`src/rtl/ps_cfg_pkg.sv`:
```
package ps_cfg_pkg;

    localparam int BYTE_W = 8;
    localparam int BIT_W  = $clog2(BYTE_W);

    typedef enum logic [3:0] {
        ST_IDLE,
        ST_RST,
        ST_SETTLE,
        ST_WAIT_REL,
        ST_FETCH,
        ST_BIT_LO,
        ST_BIT_HI,
        ST_DONE_CHK,
        ST_TRAIL_HI,
        ST_TRAIL_LO,
        ST_PASS,
        ST_FAIL
    } ld_state_t;

endpackage

```
`src/rtl/ps_cfg_sync.sv`:
```
module ps_cfg_sync #(
    parameter int             WIDTH   = 2,
    parameter int             STAGES  = 2,
    parameter logic [WIDTH-1:0] RST_VAL = '0
) (
    input  logic             clk,
    input  logic             rst_n,
    input  logic [WIDTH-1:0] din,
    output logic [WIDTH-1:0] dout
);

    logic [STAGES-1:0][WIDTH-1:0] stg_d, stg_q;

    always_comb begin
        stg_d[0] = din;
        for (int i = 1; i < STAGES; i++) begin
            stg_d[i] = stg_q[i-1];
        end
    end

    always_ff @(posedge clk or negedge rst_n) begin
        if (!rst_n) begin
            for (int i = 0; i < STAGES; i++) begin
                stg_q[i] <= RST_VAL;
            end
        end else begin
            stg_q <= stg_d;
        end
    end

    assign dout = stg_q[STAGES-1];

endmodule

```
`src/rtl/ps_cfg_timer.sv`:
```
module ps_cfg_timer #(
    parameter int W = 16
) (
    input  logic         clk,
    input  logic         rst_n,
    input  logic         load,
    input  logic [W-1:0] value,
    output logic         zero
);

    logic [W-1:0] cnt_d, cnt_q;

    always_comb begin
        cnt_d = cnt_q;
        if (load) begin
            cnt_d = value;
        end else if (cnt_q != '0) begin
            cnt_d = cnt_q - 1'b1;
        end
    end

    always_ff @(posedge clk or negedge rst_n) begin
        if (!rst_n) begin
            cnt_q <= '0;
        end else begin
            cnt_q <= cnt_d;
        end
    end

    assign zero = (cnt_q == '0);

endmodule

```
`src/rtl/ps_cfg_loader.sv`:
```
module ps_cfg_loader
    import ps_cfg_pkg::*;
#(
    parameter int CLK_HZ      = 250_000_000,
    parameter int CCLK_MAX_HZ = 50_000_000,
    parameter int RST_US      = 2,
    parameter int SETTLE_US   = 2,
    parameter int TIMEOUT_US  = 100_000,
    parameter int TRAIL_CLKS  = 12,
    parameter int LEN_W       = 24
) (
    input  logic             clk,
    input  logic             rst_n,
    input  logic             start,
    input  logic [LEN_W-1:0] byte_count,
    input  logic [7:0]       in_data,
    input  logic             in_valid,
    output logic             in_ready,
    input  logic             abort,
    output logic             cfg_rst_n,
    output logic             cfg_clk,
    output logic             cfg_dat,
    input  logic             cfg_status_n,
    input  logic             cfg_done,
    output logic             busy,
    output logic             ok,
    output logic             fail
);

    localparam longint CYC_US     = longint'(CLK_HZ) / 1_000_000;
    localparam longint RST_CYC    = CYC_US * RST_US;
    localparam longint SETTLE_CYC = CYC_US * SETTLE_US;
    localparam longint TO_CYC     = CYC_US * TIMEOUT_US;
    localparam longint HALF_RAW   = (longint'(CLK_HZ) + 2 * longint'(CCLK_MAX_HZ) - 1)
                                    / (2 * longint'(CCLK_MAX_HZ));
    localparam longint HALF_CYC   = (HALF_RAW < 3) ? 3 : HALF_RAW;
    localparam longint MAX_A      = (RST_CYC > SETTLE_CYC) ? RST_CYC : SETTLE_CYC;
    localparam longint MAX_B      = (TO_CYC > HALF_CYC) ? TO_CYC : HALF_CYC;
    localparam longint MAX_CYC    = (MAX_A > MAX_B) ? MAX_A : MAX_B;
    localparam int     TMR_W      = $clog2(MAX_CYC + 1);
    localparam int     TR_W       = $clog2(TRAIL_CLKS + 1);

    localparam logic [TMR_W-1:0] RST_LD    = TMR_W'(RST_CYC - 1);
    localparam logic [TMR_W-1:0] SETTLE_LD = TMR_W'(SETTLE_CYC - 1);
    localparam logic [TMR_W-1:0] TO_LD     = TMR_W'(TO_CYC - 1);
    localparam logic [TMR_W-1:0] HALF_LD   = TMR_W'(HALF_CYC - 1);

    typedef struct packed {
        ld_state_t         st;
        logic [LEN_W-1:0]  rem;
        logic [BYTE_W-1:0] sh;
        logic [BIT_W-1:0]  bitn;
        logic [TR_W-1:0]   tr;
        logic              rst_n;
        logic              clk;
        logic              ok;
        logic              fail;
    } ctl_t;

    ctl_t ctl_d, ctl_q;

    logic             tmr_ld;
    logic [TMR_W-1:0] tmr_val;
    logic             tmr_zero;
    logic             stat_n_s;
    logic             done_s;
    logic             active;

    ps_cfg_sync #(
        .WIDTH   (2),
        .STAGES  (2),
        .RST_VAL (2'b01)
    ) u_sync (
        .clk   (clk),
        .rst_n (rst_n),
        .din   ({cfg_done, cfg_status_n}),
        .dout  ({done_s, stat_n_s})
    );

    ps_cfg_timer #(
        .W (TMR_W)
    ) u_timer (
        .clk   (clk),
        .rst_n (rst_n),
        .load  (tmr_ld),
        .value (tmr_val),
        .zero  (tmr_zero)
    );

    function automatic ctl_t to_fail(input ctl_t c);
        ctl_t r;
        r       = c;
        r.st    = ST_FAIL;
        r.rst_n = 1'b1;
        r.clk   = 1'b0;
        r.sh    = '0;
        r.ok    = 1'b0;
        r.fail  = 1'b1;
        return r;
    endfunction

    assign active = !(ctl_q.st == ST_IDLE || ctl_q.st == ST_PASS || ctl_q.st == ST_FAIL);

    always_comb begin
        ctl_d   = ctl_q;
        tmr_ld  = 1'b0;
        tmr_val = '0;
        unique case (ctl_q.st)
            ST_IDLE, ST_PASS, ST_FAIL: begin
                if (start) begin
                    ctl_d.st    = ST_RST;
                    ctl_d.rst_n = 1'b0;
                    ctl_d.clk   = 1'b0;
                    ctl_d.sh    = '0;
                    ctl_d.ok    = 1'b0;
                    ctl_d.fail  = 1'b0;
                    ctl_d.rem   = byte_count;
                    ctl_d.tr    = '0;
                    tmr_ld      = 1'b1;
                    tmr_val     = RST_LD;
                end
            end
            ST_RST: begin
                if (tmr_zero) begin
                    if (!stat_n_s) begin
                        ctl_d.st    = ST_SETTLE;
                        ctl_d.rst_n = 1'b1;
                        tmr_ld      = 1'b1;
                        tmr_val     = SETTLE_LD;
                    end else begin
                        ctl_d = to_fail(ctl_q);
                    end
                end
            end
            ST_SETTLE: begin
                if (tmr_zero) begin
                    ctl_d.st = ST_WAIT_REL;
                    tmr_ld   = 1'b1;
                    tmr_val  = TO_LD;
                end
            end
            ST_WAIT_REL: begin
                if (stat_n_s) begin
                    if (ctl_q.rem == '0) begin
                        ctl_d.st = ST_DONE_CHK;
                        tmr_ld   = 1'b1;
                        tmr_val  = HALF_LD;
                    end else begin
                        ctl_d.st = ST_FETCH;
                    end
                end else if (tmr_zero) begin
                    ctl_d = to_fail(ctl_q);
                end
            end
            ST_FETCH: begin
                if (in_valid) begin
                    ctl_d.st   = ST_BIT_LO;
                    ctl_d.sh   = in_data;
                    ctl_d.rem  = ctl_q.rem - 1'b1;
                    ctl_d.bitn = '0;
                    tmr_ld     = 1'b1;
                    tmr_val    = HALF_LD;
                end
            end
            ST_BIT_LO: begin
                if (tmr_zero) begin
                    ctl_d.st  = ST_BIT_HI;
                    ctl_d.clk = 1'b1;
                    tmr_ld    = 1'b1;
                    tmr_val   = HALF_LD;
                end
            end
            ST_BIT_HI: begin
                if (tmr_zero) begin
                    ctl_d.clk = 1'b0;
                    ctl_d.sh  = {1'b0, ctl_q.sh[BYTE_W-1:1]};
                    if (ctl_q.bitn == BIT_W'(BYTE_W - 1)) begin
                        if (ctl_q.rem == '0) begin
                            ctl_d.st = ST_DONE_CHK;
                            tmr_ld   = 1'b1;
                            tmr_val  = HALF_LD;
                        end else begin
                            ctl_d.st = ST_FETCH;
                        end
                    end else begin
                        ctl_d.st   = ST_BIT_LO;
                        ctl_d.bitn = ctl_q.bitn + 1'b1;
                        tmr_ld     = 1'b1;
                        tmr_val    = HALF_LD;
                    end
                end
            end
            ST_DONE_CHK: begin
                if (tmr_zero) begin
                    if (done_s) begin
                        ctl_d.st  = ST_TRAIL_HI;
                        ctl_d.clk = 1'b1;
                        ctl_d.tr  = '0;
                        tmr_ld    = 1'b1;
                        tmr_val   = HALF_LD;
                    end else begin
                        ctl_d = to_fail(ctl_q);
                    end
                end
            end
            ST_TRAIL_HI: begin
                if (tmr_zero) begin
                    ctl_d.st  = ST_TRAIL_LO;
                    ctl_d.clk = 1'b0;
                    tmr_ld    = 1'b1;
                    tmr_val   = HALF_LD;
                end
            end
            ST_TRAIL_LO: begin
                if (tmr_zero) begin
                    if (ctl_q.tr == TR_W'(TRAIL_CLKS - 1)) begin
                        ctl_d.st = ST_PASS;
                        ctl_d.ok = 1'b1;
                    end else begin
                        ctl_d.st  = ST_TRAIL_HI;
                        ctl_d.clk = 1'b1;
                        ctl_d.tr  = ctl_q.tr + 1'b1;
                        tmr_ld    = 1'b1;
                        tmr_val   = HALF_LD;
                    end
                end
            end
            default: begin
                ctl_d = to_fail(ctl_q);
            end
        endcase
        if (active && abort) begin
            ctl_d  = to_fail(ctl_q);
            tmr_ld = 1'b0;
        end
    end

    always_ff @(posedge clk or negedge rst_n) begin
        if (!rst_n) begin
            ctl_q       <= '0;
            ctl_q.st    <= ST_IDLE;
            ctl_q.rst_n <= 1'b1;
        end else begin
            ctl_q <= ctl_d;
        end
    end

    assign in_ready  = (ctl_q.st == ST_FETCH);
    assign cfg_rst_n = ctl_q.rst_n;
    assign cfg_clk   = ctl_q.clk;
    assign cfg_dat   = ctl_q.sh[0];
    assign busy      = active;
    assign ok        = ctl_q.ok;
    assign fail      = ctl_q.fail;

endmodule

```
`config.mk`:
```
export PLATFORM = sky130hd
export DESIGN_NAME = ps_cfg_loader
export DESIGN_NICKNAME = d
export VERILOG_FILES = /design/src/rtl/ps_cfg_pkg.sv /design/src/rtl/ps_cfg_sync.sv /design/src/rtl/ps_cfg_timer.sv /design/src/rtl/ps_cfg_loader.sv
export SDC_FILE = /design/constraint.sdc
export NUM_CORES = 1
export LEC_CHECK = 0
export ABC_AREA = 1
export BUFFER_PORTS_ARGS = -buffer_cell sky130_fd_sc_hd__buf_2
export CORE_MARGIN = 3
export CORE_UTILIZATION = 55
export CTS_CLUSTER_DIAMETER = 150
export DETAILED_ROUTE_END_ITERATION = 12
export HOLD_SLACK_MARGIN = 0.03
export PLACE_DENSITY = 0.74
export SLEW_MARGIN = 20
export SYNTH_ARGS = -nofsm -noshare
export SYNTH_HDL_FRONTEND = slang
export SYNTH_HIERARCHICAL = 1
export SYNTH_SLANG_ARGS = --single-unit
export TNS_END_PERCENT = 5
```
`constraint.sdc`:
```
create_clock -name clk -period 3.25 [get_ports clk]
set_clock_uncertainty 0.1 [all_clocks]
set_input_delay 0.325 -clock clk [delete_from_list [all_inputs] [get_ports clk]]
set_output_delay 0.325 -clock clk [all_outputs]
set_load 0.02 [all_outputs]
```
==> summary.txt, run 1 <==
Logic synthesis
  • Share of flip-flops with an asynchronous set or reset: 1.00
  • Post-synth EDFFs: 0
  • Xor-xnor portion of the synthesized cell area: 0.0359
  • Synth Area in Adders: 0.0163
  • Syn Std Cell Area: 0.00536 mm²
  • Commonest cells in the synthesized netlist: nand2_1, nor2_1, dfrtp_1, inv_1, nand3_1
  • Main combinational cell family by area after synthesis: simple AND/OR/NAND/NOR gates
  • Simple-gate share of the synthesized area: 0.426
  • Gate Count Post-Synth: 809
  • Synth Area in Compound Gates: 0.0840
  • Ys Warns: 6
  • Synth area leader: dfrtp_1
  • Mux cell area share after synthesis: 0
  • Synth area leaders: dfrtp_1, nand2_1, nor2_1, inv_1, nand3_1
  • Distinct cells, synth: 39
  • Mean cell area of the mapped netlist: 6.63 µm²
  • Post-synthesis sequential area ratio: 0.355
  • Most common cell in the netlist: nand2_1
  • Ys flop type: dfrtp_1
  • Seq cells post-synth: 76
  • Area share of the largest cell type after synthesis: 0.341

Setup path
  • Buf/Inv on CP: 4
  • Startpoint types: flip-flop
  • Family with the most delay on the worst path: simple AND/OR/NAND/NOR gates
  • Cells along the critical path: inv_1 -> ha_1 -> inv_1 -> nor2_1 -> nand2_1 -> nor2_2 -> nand3_2 -> inv_1 -> inv_1 -> nand3_1 -> nand2_1 -> nor2_2 -> nand3_4 -> nand2_1 -> nand2_1
  • Kind of critical path: flip-flop to flip-flop
  • Slowest CP cell: nor2_2
  • Worst EP required: 3.39 ns
  • Peak per-stage delay on the critical path: 0.45 ns
  • Largest fanout on the critical path: 11
  • Crit. End Element: flip-flop
  • Arrival @ worst endpoint: 2.86 ns

Timing
  • Fmax: 368 MHz
  • Fin. max-slew vios: 0
  • PnR worst setup slack: 0.530 ns
  • Rel. slew slack: 0.361
  • Period utilization: 0.837
  • Worst Tran Pin Value: 0.958 ns
  • Post-route setup TNS: 0 ns
  • Final Hold Slack: 0.0295 ns
  • RSZ-0062 raised after global routing: false
  • # setup viols final: 0
  • Final Hold Vio Count: 0
  • Final min period: 2.72 ns

Clocking
  • H-tree Lvls: 3
  • # Post-CTS Setup Buffers: 0
  • Hold-fix buffer count after cts: 2
  • Clock root cell: clkbuf_8
  • TritonCTS buffer count: 9
  • Worst skew pair latency: 0.35 ns
  • Post-CTS sizing: 0
  • Sink Count: 76
  • Clock Path Buffers: 2
  • CTS tree: yes
  • Clk slew on worst S/H paths: 0.09 ns

Die
  • Die Area: 0.0110 mm²
  • Count of boundary I/O pins: 46
  • Row cnt: 35
  • Die Height: 105 µm
  • Initial core utilization: 0.572
  • Die X: 105 µm
  • Core Region: 0.00937 mm²

Routing
  • Routed wire per std cell: 13.1 µm
  • First drt pass iteration count: 5
  • Post-Route WL: 13000 µm
  • DRC viols: 0
  • DRT iter0 DRCs: 274
  • Via/cell ratio: 5.15
  • Routed Antenna Nets: 0
  • DR vias: 5117

Global route
  • Vias in the first global route: 4958
  • GRT Util Overall: 0.244
  • Initial antenna violation count: 0
  • Total grt overflow: 0
  • Largest net degree at the start of global routing: 77
  • Global-route wire length before repair: 22700 µm

Cells and area
  • Multi-input gate area: 0.00303 mm²
  • P&R area growth vs syn: 10.1%
  • Inserted Diodes: 0
  • Reg area: 0.00191 mm²
  • Final net count: 905
  • FILL cells: 933
  • Non-filler cells, final: 993
  • Ratio of cells with drive above 1 in the final layout: 0.138

Place
  • Dpl ws: 0.573 ns
  • DP Cell Count: 975
  • Input/output buffers: 45
  • Final GP Congestion: 0.909
  • HPWL Detailed: 9360 µm

Run status
  • Status: completed

Pwr
  • Leakage power: 0.00309 µW
  • Peak VDD IR: 0.393 mV
  • PD cells: 919 mW/mm²

Flow run
  • MaxCap Viol Count: 0

Worst hold path
  • Hold Crit Class: input port to async pin
-- final timing paths --
path	start	slack [ns]	cells after the start	endpoint
min in group clk	byte_count[5]	0.14	3	ctl_q[24]$_DFFE_PN0P_
max	u_timer/cnt_q[0]$_DFFE_PN0P_	0.53	15	cfg_dat$_DFFE_PN0P_
max reg2reg	u_timer/cnt_q[0]$_DFFE_PN0P_	0.53	15	cfg_dat$_DFFE_PN0P_
min	rst_n	0.03	1	u_timer/cnt_q[11]$_DFFE_PN0P_
min reg2reg	u_sync/stg_d[2]$_DFF_PN1_	0.26	0	u_sync/dout[0]$_DFF_PN1_
max in group asynchronous	rst_n	2.40	1	ctl_q[10]$_DFFE_PN0P_
-- power by group --
part           internal (µW)  total, µW  switching [µW]
combinational            983       2990            2010
sequential              1310       1660             358
clock                    385        772             387
total                   2670       5430            2750
-- stage by stage --
step                 util  instance area (µm²)  total power [µW]
floorplan               -                 5380              4020
global placement    0.606                 5680              4580
detailed placement  0.606                 5680              4630
CTS                 0.630                 5900              5430
global route        0.630                 5900              5980
finish              0.630                 5900              5430
-- state kept, by name, indices dropped and copies added, names as in the netlist --
name and cells:
cfg_rst_n 1, u_timer/cnt_q 25, ctl_q 42, ok 1, fail 1, cfg_clk 1, cfg_dat 1, u_sync/stg_d 2
u_sync/dout 2
-- cell type report --
| type | instances | share of cell area |
|---|---|---|
| Clock buffer | 12 | 0.0246 |
| Clock inverter | 4 | 0.00954 |
| Inverter | 79 | 0.0502 |
| Multi-Input combinational cell | 640 | 0.514 |
| Sequential cell | 76 | 0.323 |
| Tap cell | 129 | 0.0273 |
| Timing Repair Buffer | 53 | 0.0517 |
-- per-layer routing --
layer	up-vias	global-route usage	share of wire
li1	2653	-	-
met1	2314	0.344	0.49
met2	138	0.390	0.45
met3	12	0.0445	0.052
met4	0	0.0562	0.0088
met5	-	0	0
-- placed cells by master (no fill, tap or decap), types with 3 or more instances in the layout --
cell type,Yosys,final
o21ai_0,41,41
nor2_1,127,127
nand2_2,12,12
buf_4,3,6
nand2_1,273,273
a21oi_1,9,9
a31oi_1,4,4
nand3b_1,3,3
xnor2_1,8,8
conb_1,1,5
xor2_1,14,14
buf_2,7,44
clkbuf_8,0,10
nor2_4,6,6
nand3_2,5,5
nand3_1,51,51
dfrtp_1,73,73
inv_1,73,73
o21ai_1,12,12
or2_2,6,6
o211ai_1,3,3
nor2_2,14,14
dfstp_2,3,3
nand4_1,20,20
o21bai_1,4,4
nor3_1,4,4
inv_2,5,5
ha_1,7,7
o22ai_1,6,6
-- kinds of logic (layout without fill, tap and decap cells) --
family                   after synthesis  after routing
AO/OA/AOI/OAI                         82             82
XOR/XNOR                              22             22
adder cells (fa/ha/maj)                7              7
buffers and inverters                 97            148
flip-flops                            76             76
other                                  1              5
AND/OR/NAND/NOR                      524            524
Note: power is estimated with default switching activity, not from simulation.
==> run 2: changes to the inputs <==
- ABC_AREA: 1 -> 0
- PLACE_DENSITY: 0.74 -> 0.75
- clock period: 3.25 -> 2.6 ns (I/O delays scaled with it)
==> summary.txt, run 2 <==
Run status
  • Status: finished, violations left
  • Failing checks: setup timing

Die
  • Row cnt: 33 (-5.7%)
  • Die X: 99.9 µm (-4.6%)
  • Core Region: 0.00838 mm² (-11%)
  • Die Area: 0.00998 mm² (-9.0%)
  • Count of boundary I/O pins: 46 (unchanged)
  • Initial core utilization: 0.579 (+0.00638)
  • Die Height: 99.9 µm (-4.6%)

Logic synthesis
  • Share of flip-flops with an asynchronous set or reset: 1.00 (unchanged)
  • Post-synth EDFFs: 0 (unchanged)
  • Commonest cells in the synthesized netlist: dfrtp_1, nand2_1, o21ai_0
  • Ys flop type: dfrtp_1
  • Synth area leaders: dfrtp_1, o21ai_0, nand2_1, nor2_1, a21oi_1
  • Seq cells post-synth: 76 (unchanged)
  • Distinct cells, synth: 68 (+74%)
  • Area share of the largest cell type after synthesis: 0.377 (+0.0360)
  • Mean cell area of the mapped netlist: 8.33 µm² (+26%)
  • Syn Std Cell Area: 0.00485 mm² (-9.6%)
  • Gate Count Post-Synth: 582 (-28%)
  • Post-synthesis sequential area ratio: 0.393 (+0.0376)
  • Ys Warns: 6 (unchanged)
  • Synth area leader: dfrtp_1

Clocking
  • Sink Count: 76 (unchanged)
  • Worst skew pair latency: 0.36 ns (about the same)
  • Clk slew on worst S/H paths: 0.08 ns (about the same)
  • TritonCTS buffer count: 9 (unchanged)
  • Clock Path Buffers: 2 (unchanged)
  • Clock root cell: clkbuf_8
  • H-tree Lvls: 3 (unchanged)
  • CTS tree: yes

Cells and area
  • Inserted Diodes: 0 (unchanged)
  • Top Registers: ctl_q: 42 flops, u_timer/cnt_q: 25 flops
  • Most frequent cells in the layout: dfrtp_1, nand2_1, buf_4
  • Ratio of cells with drive above 1 in the final layout: 0.283 (+0.146)
  • Final net count: 733 (-19%)
  • P&R area growth vs syn: 26.7%
  • Cell area after layout: 0.00615 mm² (+4.1%)
  • Final core utilization: 0.733 (+0.103)
  • Non-filler cells, final: 797 (-20%)
  • Largest register by flop count: ctl_q
  • Commonest non-fill, non-tap cell in the layout: dfrtp_1
  • FILL cells: 627 (-33%)
  • Max FFs per register: 42 (unchanged)

Routing
  • DRC viols: 0 (unchanged)
  • DR vias: 4978 (-2.7%)
  • Post-Route WL: 13600 µm (+4.7%)
  • Via/cell ratio: 6.25 (+21%)
  • First drt pass iteration count: 5 (unchanged)
  • Routed Antenna Nets: 0 (unchanged)
  • DRT iter0 DRCs: 301 (+9.9%)
  • Routed wire per std cell: 17.1 µm (+30%)

Setup path
  • Kind of critical path: flip-flop to flip-flop
  • Crit. End Element: flip-flop
  • Worst R2R Path Depth: 11 (-4)
  • Largest fanout on the critical path: 9 (-2)
  • Startpoint types: flip-flop
  • CP Launch Point: u_timer/cnt_q[20]$_DFFE_PN0P_
  • Worst reg-to-reg setup slack: -0.29 ns (-0.82 ns)
  • WP depth: 11 (-4)
  • RR Startpoint: u_timer/cnt_q[20]$_DFFE_PN0P_
  • Peak per-stage delay on the critical path: 0.54 ns (+0.09 ns)
  • Buf/Inv on CP: 2 (-2)
  • Cells along the critical path: or4_4 -> or3_4 -> nor3_4 -> buf_6 -> a32oi_1 -> a21oi_2 -> a2111o_1 -> and2_4 -> or2_4 -> clkbuf_16 -> o21ai_1
  • Arrival @ worst endpoint: 3.04 ns (+0.18 ns)
  • Family with the most delay on the worst path: simple AND/OR/NAND/NOR gates
  • Slowest CP cell: or4_4
  • Reg-to-Reg End: u_timer/cnt_q[10]$_DFFE_PN0P_
  • Worst EP required: 2.74 ns (-0.65 ns)

Place
  • Dpl cell area: 0.00565 mm² (-0.64%)
  • HPWL Detailed: 8840 µm (-5.5%)
  • DP Cell Count: 773 (-21%)
  • Input/output buffers: 45 (unchanged)
  • Final GP Congestion: 0.939 (+3.3%)

Timing
  • Rel. slew slack: 0.364 (+0.00242)
  • Worst Tran Pin Value: 0.955 ns (-0.00363 ns)
  • Fmax: 345 MHz (-6.0%)
  • RSZ-0062 raised after global routing: true
  • Fin. max-slew vios: 0 (unchanged)
  • PnR worst setup slack: -0.295 ns (-0.825 ns)
  • Final Hold Slack: 0.0795 ns (+0.0500 ns)
  • # setup viols final: 46 (+46)
  • Final Hold Vio Count: 0 (unchanged)
  • Period utilization: 1.11 (+0.276)
  • Final min period: 2.89 ns (+0.175 ns)

Pwr
  • Internal power: 3890 µW (+45%)
  • Leakage power: 0.00258 µW (-16%)
  • PD cells: 1120 mW/mm² (+22%)
  • Net Sw Frac: 0.437 (-0.0701)
  • Comb pwr share: 0.554 (+0.003)
  • Power, Total: 6910 µW (+27%)
  • Peak VDD IR: 0.525 mV (+34%)
  • Clock share of power: 0.146 (+0.004)
  • Seq pwr share: 0.300 (-0.006)
  • Switching power total: 3020 µW (+9.7%)

Worst hold path
  • Worst hold path endpoint: ctl_q[42]$_DFFE_PN0P_
  • Hold Crit Class: input port to flip-flop
  • Hold path start: byte_count[23]
  • Hold path cells: 3

Global route
  • Largest net degree at the start of global routing: 77 (unchanged)
  • Total grt overflow: 0 (unchanged)
  • Initial antenna violation count: 0 (unchanged)
  • Vias in the first global route: 4707 (-5.1%)
  • Global-route wire length before repair: 22200 µm (-2.0%)
  • GRT Util Overall: 0.271 (+0.0276)

Flow run
  • MaxCap Viol Count: 0 (unchanged)
==> run 2: cell count changes in the layout (fill, tap and decap cells not counted), sizes merged, moves of 13 or more <==
cell / before / now
nand2: 285 / 73
inv: 80 / 13
nor3: 4 / 29
nor2: 147 / 51
a21oi: 9 / 38
nand3: 58 / 15
o21ai: 54 / 82
nor4: 0 / 13
buf: 51 / 117
==> run 2: worst register-to-register path, cell delays in order, from the launching register on <==
cell       delay, ns
dfrtp_1         0.39
or4_4           0.54
or3_4           0.36
nor3_4          0.29
buf_6           0.17
a32oi_1         0.11
a21oi_2         0.12
a2111o_1        0.14
and2_4          0.18
or2_4           0.16
clkbuf_16       0.16
o21ai_1         0.07
==> run 2: logic make-up (layout without fill, tap and decap cells) <==
logic type | count (synthesis) | in the layout | synth area share
AO/OA/AOI/OAI | 189 | 189 | 0.240
AND/OR/NAND/NOR | 235 | 235 | 0.250
other | 1 | 5 | 0.000773
buffers and inverters | 44 | 150 | 0.0405
flip-flops | 76 | 76 | 0.393
XOR/XNOR | 23 | 23 | 0.0415
multiplexers | 7 | 7 | 0.0157
adder cells (fa/ha/maj) | 7 | 7 | 0.0181
==> run 2: repair_timing <==
| action | in CTS | in global routing |
|---|---|---|
| pin swaps | 12 | 10 |
| setup buffers | 3 | 0 |
| hold buffers | 4 | 0 |
| cloned | 0 | 1 |
| resized for setup | 29 | 34 |
| endpoints found under the setup margin | 47 | 68 |
| hold endpoints to repair | 76 | 0 |
==> run 2: cell type report <==
cell class / instances / area, µm² / share of cell area
clock buffers: 11 / 131 / 0.0214
well taps: 105 / 131 / 0.0214
repair buffers: 122 / 881 / 0.143
multi-input cells: 466 / 2970 / 0.482
clock inverters: 5 / 85.1 / 0.0138
flip-flops and latches: 76 / 1910 / 0.310
inverters: 12 / 45.0 / 0.00733
==> run 2: worst max path at each step <==
stage,slack [ns],end
2_1_floorplan,-0.20,cfg_dat$_DFFE_PN0P_
3_3_place_gp,-0.20,ctl_q[13]$_DFFE_PN0P_
3_5_place_dp,-0.33,ctl_q[16]$_DFFE_PN0P_
4_1_cts,-0.29,u_timer/cnt_q[16]$_DFFE_PN0P_
5_1_grt,-0.37,ctl_q[13]$_DFFE_PN0P_
6_report,-0.29,u_timer/cnt_q[10]$_DFFE_PN0P_
==> run 2: per-layer routing <==
layer,GRT usage,vias up,share of wire,wire [µm]
li1,-,2339,-,-
met1,0.361,2346,0.42,5740
met2,0.440,243,0.48,6520
met3,0.0584,50,0.074,1000
met4,0.0914,0,0.024,331
met5,0,-,0,0
==> run 2: stage by stage <==
stage,setup TNS (ns),worst slack (ns)
floorplan,-4.24,-0.199
global placement,-5.71,-0.201
detailed placement,-8.34,-0.332
CTS,-8.72,-0.290
global route,-13.11,-0.367
finish,-9.49,-0.295
==> run 2: power by group through the flow <==
stage	clock network, µW	registers (µW)	logic (µW)
final	1010	2080	3830
after global routing	1080	2140	4160
after CTS	1030	2050	3610
after detailed placement	0	2070	3460
after global placement	0	2040	3390
after floorplan	0	2020	2240
==> run 3: changes to the inputs <==
- CORE_UTILIZATION: 55 -> 25
- PLACE_DENSITY: 0.75 -> default
==> summary.txt, run 3 (synthesis results as in run 2) <==
Place
  • HPWL Detailed: 9950 µm (+12%)
  • Input/output buffers: 45 (unchanged)
  • Final GP Congestion: 0.953 (+1.5%)
  • DP Cell Count: 936 (+21%)
  • Dpl ws: -0.311 ns (+0.0208 ns)

Flow run
  • MaxCap Viol Count: 0 (unchanged)

Clocking
  • Clk slew on worst S/H paths: 0.06 ns (-0.02 ns)
  • Clock Path Buffers: 2 (unchanged)
  • CTS tree: yes
  • Clock root cell: clkbuf_16
  • H-tree Lvls: 3 (unchanged)
  • Worst skew pair latency: 0.35 ns (about the same)
  • Sink Count: 76 (unchanged)
  • TritonCTS buffer count: 9 (unchanged)

Die
  • Die X: 145 µm (+45%)
  • Row cnt: 50 (+52%)
  • Die Area: 0.0211 mm² (+110%)
  • Count of boundary I/O pins: 46 (unchanged)
  • Initial core utilization: 0.257 (-0.322)
  • Core Region: 0.0189 mm² (+130%)
  • Die Height: 145 µm (+45%)

Cells and area
  • Non-filler cells, final: 961 (+21%)
  • Inserted Diodes: 0 (unchanged)
  • Ratio of cells with drive above 1 in the final layout: 0.277 (-0.00649)
  • P&R area growth vs syn: 32.2%
  • Most frequent cells in the layout: buf_4, dfrtp_1, nand2_1
  • Top Registers: ctl_q: 42 flops, u_timer/cnt_q: 25 flops
  • Commonest non-fill, non-tap cell in the layout: buf_4
  • Final net count: 742 (+1.2%)
  • Max FFs per register: 42 (unchanged)
  • Largest register by flop count: ctl_q

Setup path
  • Largest fanout on the critical path: 6 (-3)
  • Arrival @ worst endpoint: 2.91 ns (-0.13 ns)
  • Reg-to-Reg End: u_timer/cnt_q[5]$_DFFE_PN0P_
  • Startpoint types: flip-flop
  • Worst EP required: 2.73 ns (about the same)
  • Worst R2R Path Depth: 9 (-2)
  • CP Launch Point: u_timer/cnt_q[20]$_DFFE_PN0P_
  • Worst Setup EP: u_timer/cnt_q[5]$_DFFE_PN0P_
  • RR Startpoint: u_timer/cnt_q[20]$_DFFE_PN0P_
  • Kind of critical path: flip-flop to flip-flop
  • Crit. End Element: flip-flop
  • Worst reg-to-reg setup slack: -0.18 ns (+0.11 ns)

Pwr
  • PD cells: 1100 mW/mm² (-2.0%)
  • Seq pwr share: 0.286 (-0.014)
  • Switching power total: 3010 µW (-0.33%)
  • Net Sw Frac: 0.426 (-0.0111)
  • Leakage power: 0.00264 µW (+2.4%)
  • Comb pwr share: 0.543 (-0.011)
  • Power, Total: 7070 µW (+2.3%)
  • Peak VDD IR: 0.512 mV (-2.5%)
  • Internal power: 4050 µW (+4.3%)
  • Clock share of power: 0.171 (+0.025)

Run status
  • Failing checks: setup timing
  • Status: finished, violations left

Global route
  • Global-route wire length before repair: 23300 µm (+4.7%)
  • Vias in the first global route: 4502 (-4.4%)
  • Largest net degree at the start of global routing: 45 (-42%)
  • Initial antenna violation count: 1 (+1)
  • Total grt overflow: 0 (unchanged)
  • GRT Util Overall: 0.134 (-0.137)

Routing
  • DRT iter0 DRCs: 436 (+45%)
  • Post-Route WL: 14000 µm (+3.3%)
  • First drt pass iteration count: 5 (unchanged)
  • DR vias: 4819 (-3.2%)
  • Met3 routed WL: 773 µm (-23%)
  • Routed wire per std cell: 14.6 µm (-14%)
  • Routed Antenna Nets: 0 (unchanged)
  • Via/cell ratio: 5.01 (-20%)
  • DRC viols: 0 (unchanged)
  • Met2 wire length: 6560 µm (+0.57%)
  • Max layer used: met5
  • WL met1: 6430 µm (+12%)

Worst hold path
  • Hold path start: byte_count[0]
  • Hold Crit Class: input port to flip-flop

Timing
  • Final Hold Vio Count: 0 (unchanged)
  • Period utilization: 1.07 (-0.0433)
  • Final min period: 2.78 ns (-0.113 ns)
  • Final Hold Slack: 0.0429 ns (-0.0366 ns)
  • Post-route setup TNS: -4.33 ns (+5.16 ns)
  • Rel. slew slack: 0.549 (+0.185)
  • Fmax: 359 MHz (+4.0%)
  • RSZ-0062 raised after global routing: true
  • # setup viols final: 40 (-13%)
  • Fin. max-slew vios: 0 (unchanged)
  • PnR worst setup slack: -0.182 ns (+0.113 ns)
  • Worst Tran Pin Value: 0.674 ns (-0.281 ns)
[run 3: cell types whose count changed in the layout (fill, tap and decap cells not counted), moves of 3 or more]
cell        change
clkbuf_8        -8
o32ai_2         -3
o21ai_2         -3
buf_6           -3
o21ai_0         +4
clkinvlp_4      +3
clkbuf_16       +9
o32ai_1         +3
buf_4          +13
[run 3: worst min path at each step]
stage | endpoint | slack (ns) | cells past startpoint
6_report | ctl_q[19]$_DFFE_PN0P_ | 0.04 | 3
5_1_grt | ctl_q[19]$_DFFE_PN0P_ | 0.04 | 3
4_1_cts | ctl_q[19]$_DFFE_PN0P_ | 0.04 | 3
3_5_place_dp | u_timer/cnt_q[7]$_DFFE_PN0P_ | 0.21 | 1
3_3_place_gp | u_timer/cnt_q[8]$_DFFE_PN0P_ | 0.21 | 1
2_1_floorplan | cfg_clk$_DFFE_PN0P_ | -0.14 | 0
[run 3: layer usage]
layer  up-vias  global-route usage
met5         -                   0
met4         2              0.0361
met3        24              0.0387
met2       156               0.213
met1      2274               0.179
li1       2363                   -
[run 3: power groups by stage]
stage | Combinational (µW) | Clock, µW | Sequential (µW)
detailed placement | 3600 | 0 | 2030
finish | 3840 | 1210 | 2020
global route | 4240 | 1290 | 2090
floorplan | 2240 | 0 | 2020
global placement | 3570 | 0 | 2030
CTS | 3750 | 1240 | 2020
[run 3: layout make-up]
class / count / area (µm²)
Multi-Input combinational cell: 466 / 2920
Clock inverter: 5 / 38.8
Timing Repair Buffer: 131 / 935
Tap cell: 260 / 325
Inverter: 12 / 45.0
Clock buffer: 11 / 243
Sequential cell: 76 / 1910
Fill cell: 2041 / 12500
[run 3: through the flow]
step,utilization,instance area [µm²]
after floorplan,-,4910
final,0.339,6410
after global routing,0.339,6410
after global placement,0.312,5900
after detailed placement,0.312,5900
after CTS,0.335,6340
[run 3: critical path, stage by stage (launching register included)]
cell,delay [ns]
dfrtp_1,0.37
or4_4,0.53
or3_4,0.35
nor3_4,0.28
a32oi_1,0.15
a21oi_1,0.15
a2111o_1,0.15
and2_4,0.16
buf_12,0.10
mux2_2,0.32
[run 3: what timing repair did]
| action | 4_1_cts | 5_1_grt |
|---|---|---|
| pin swaps | 15 | 12 |
| gates resized for setup | 28 | 17 |
| gates cloned | 0 | 1 |
| hold endpoints to repair | 41 | 0 |
| setup endpoints to repair | 49 | 49 |
| hold buffers | 3 | 0 |
| setup buffers | 4 | 1 |
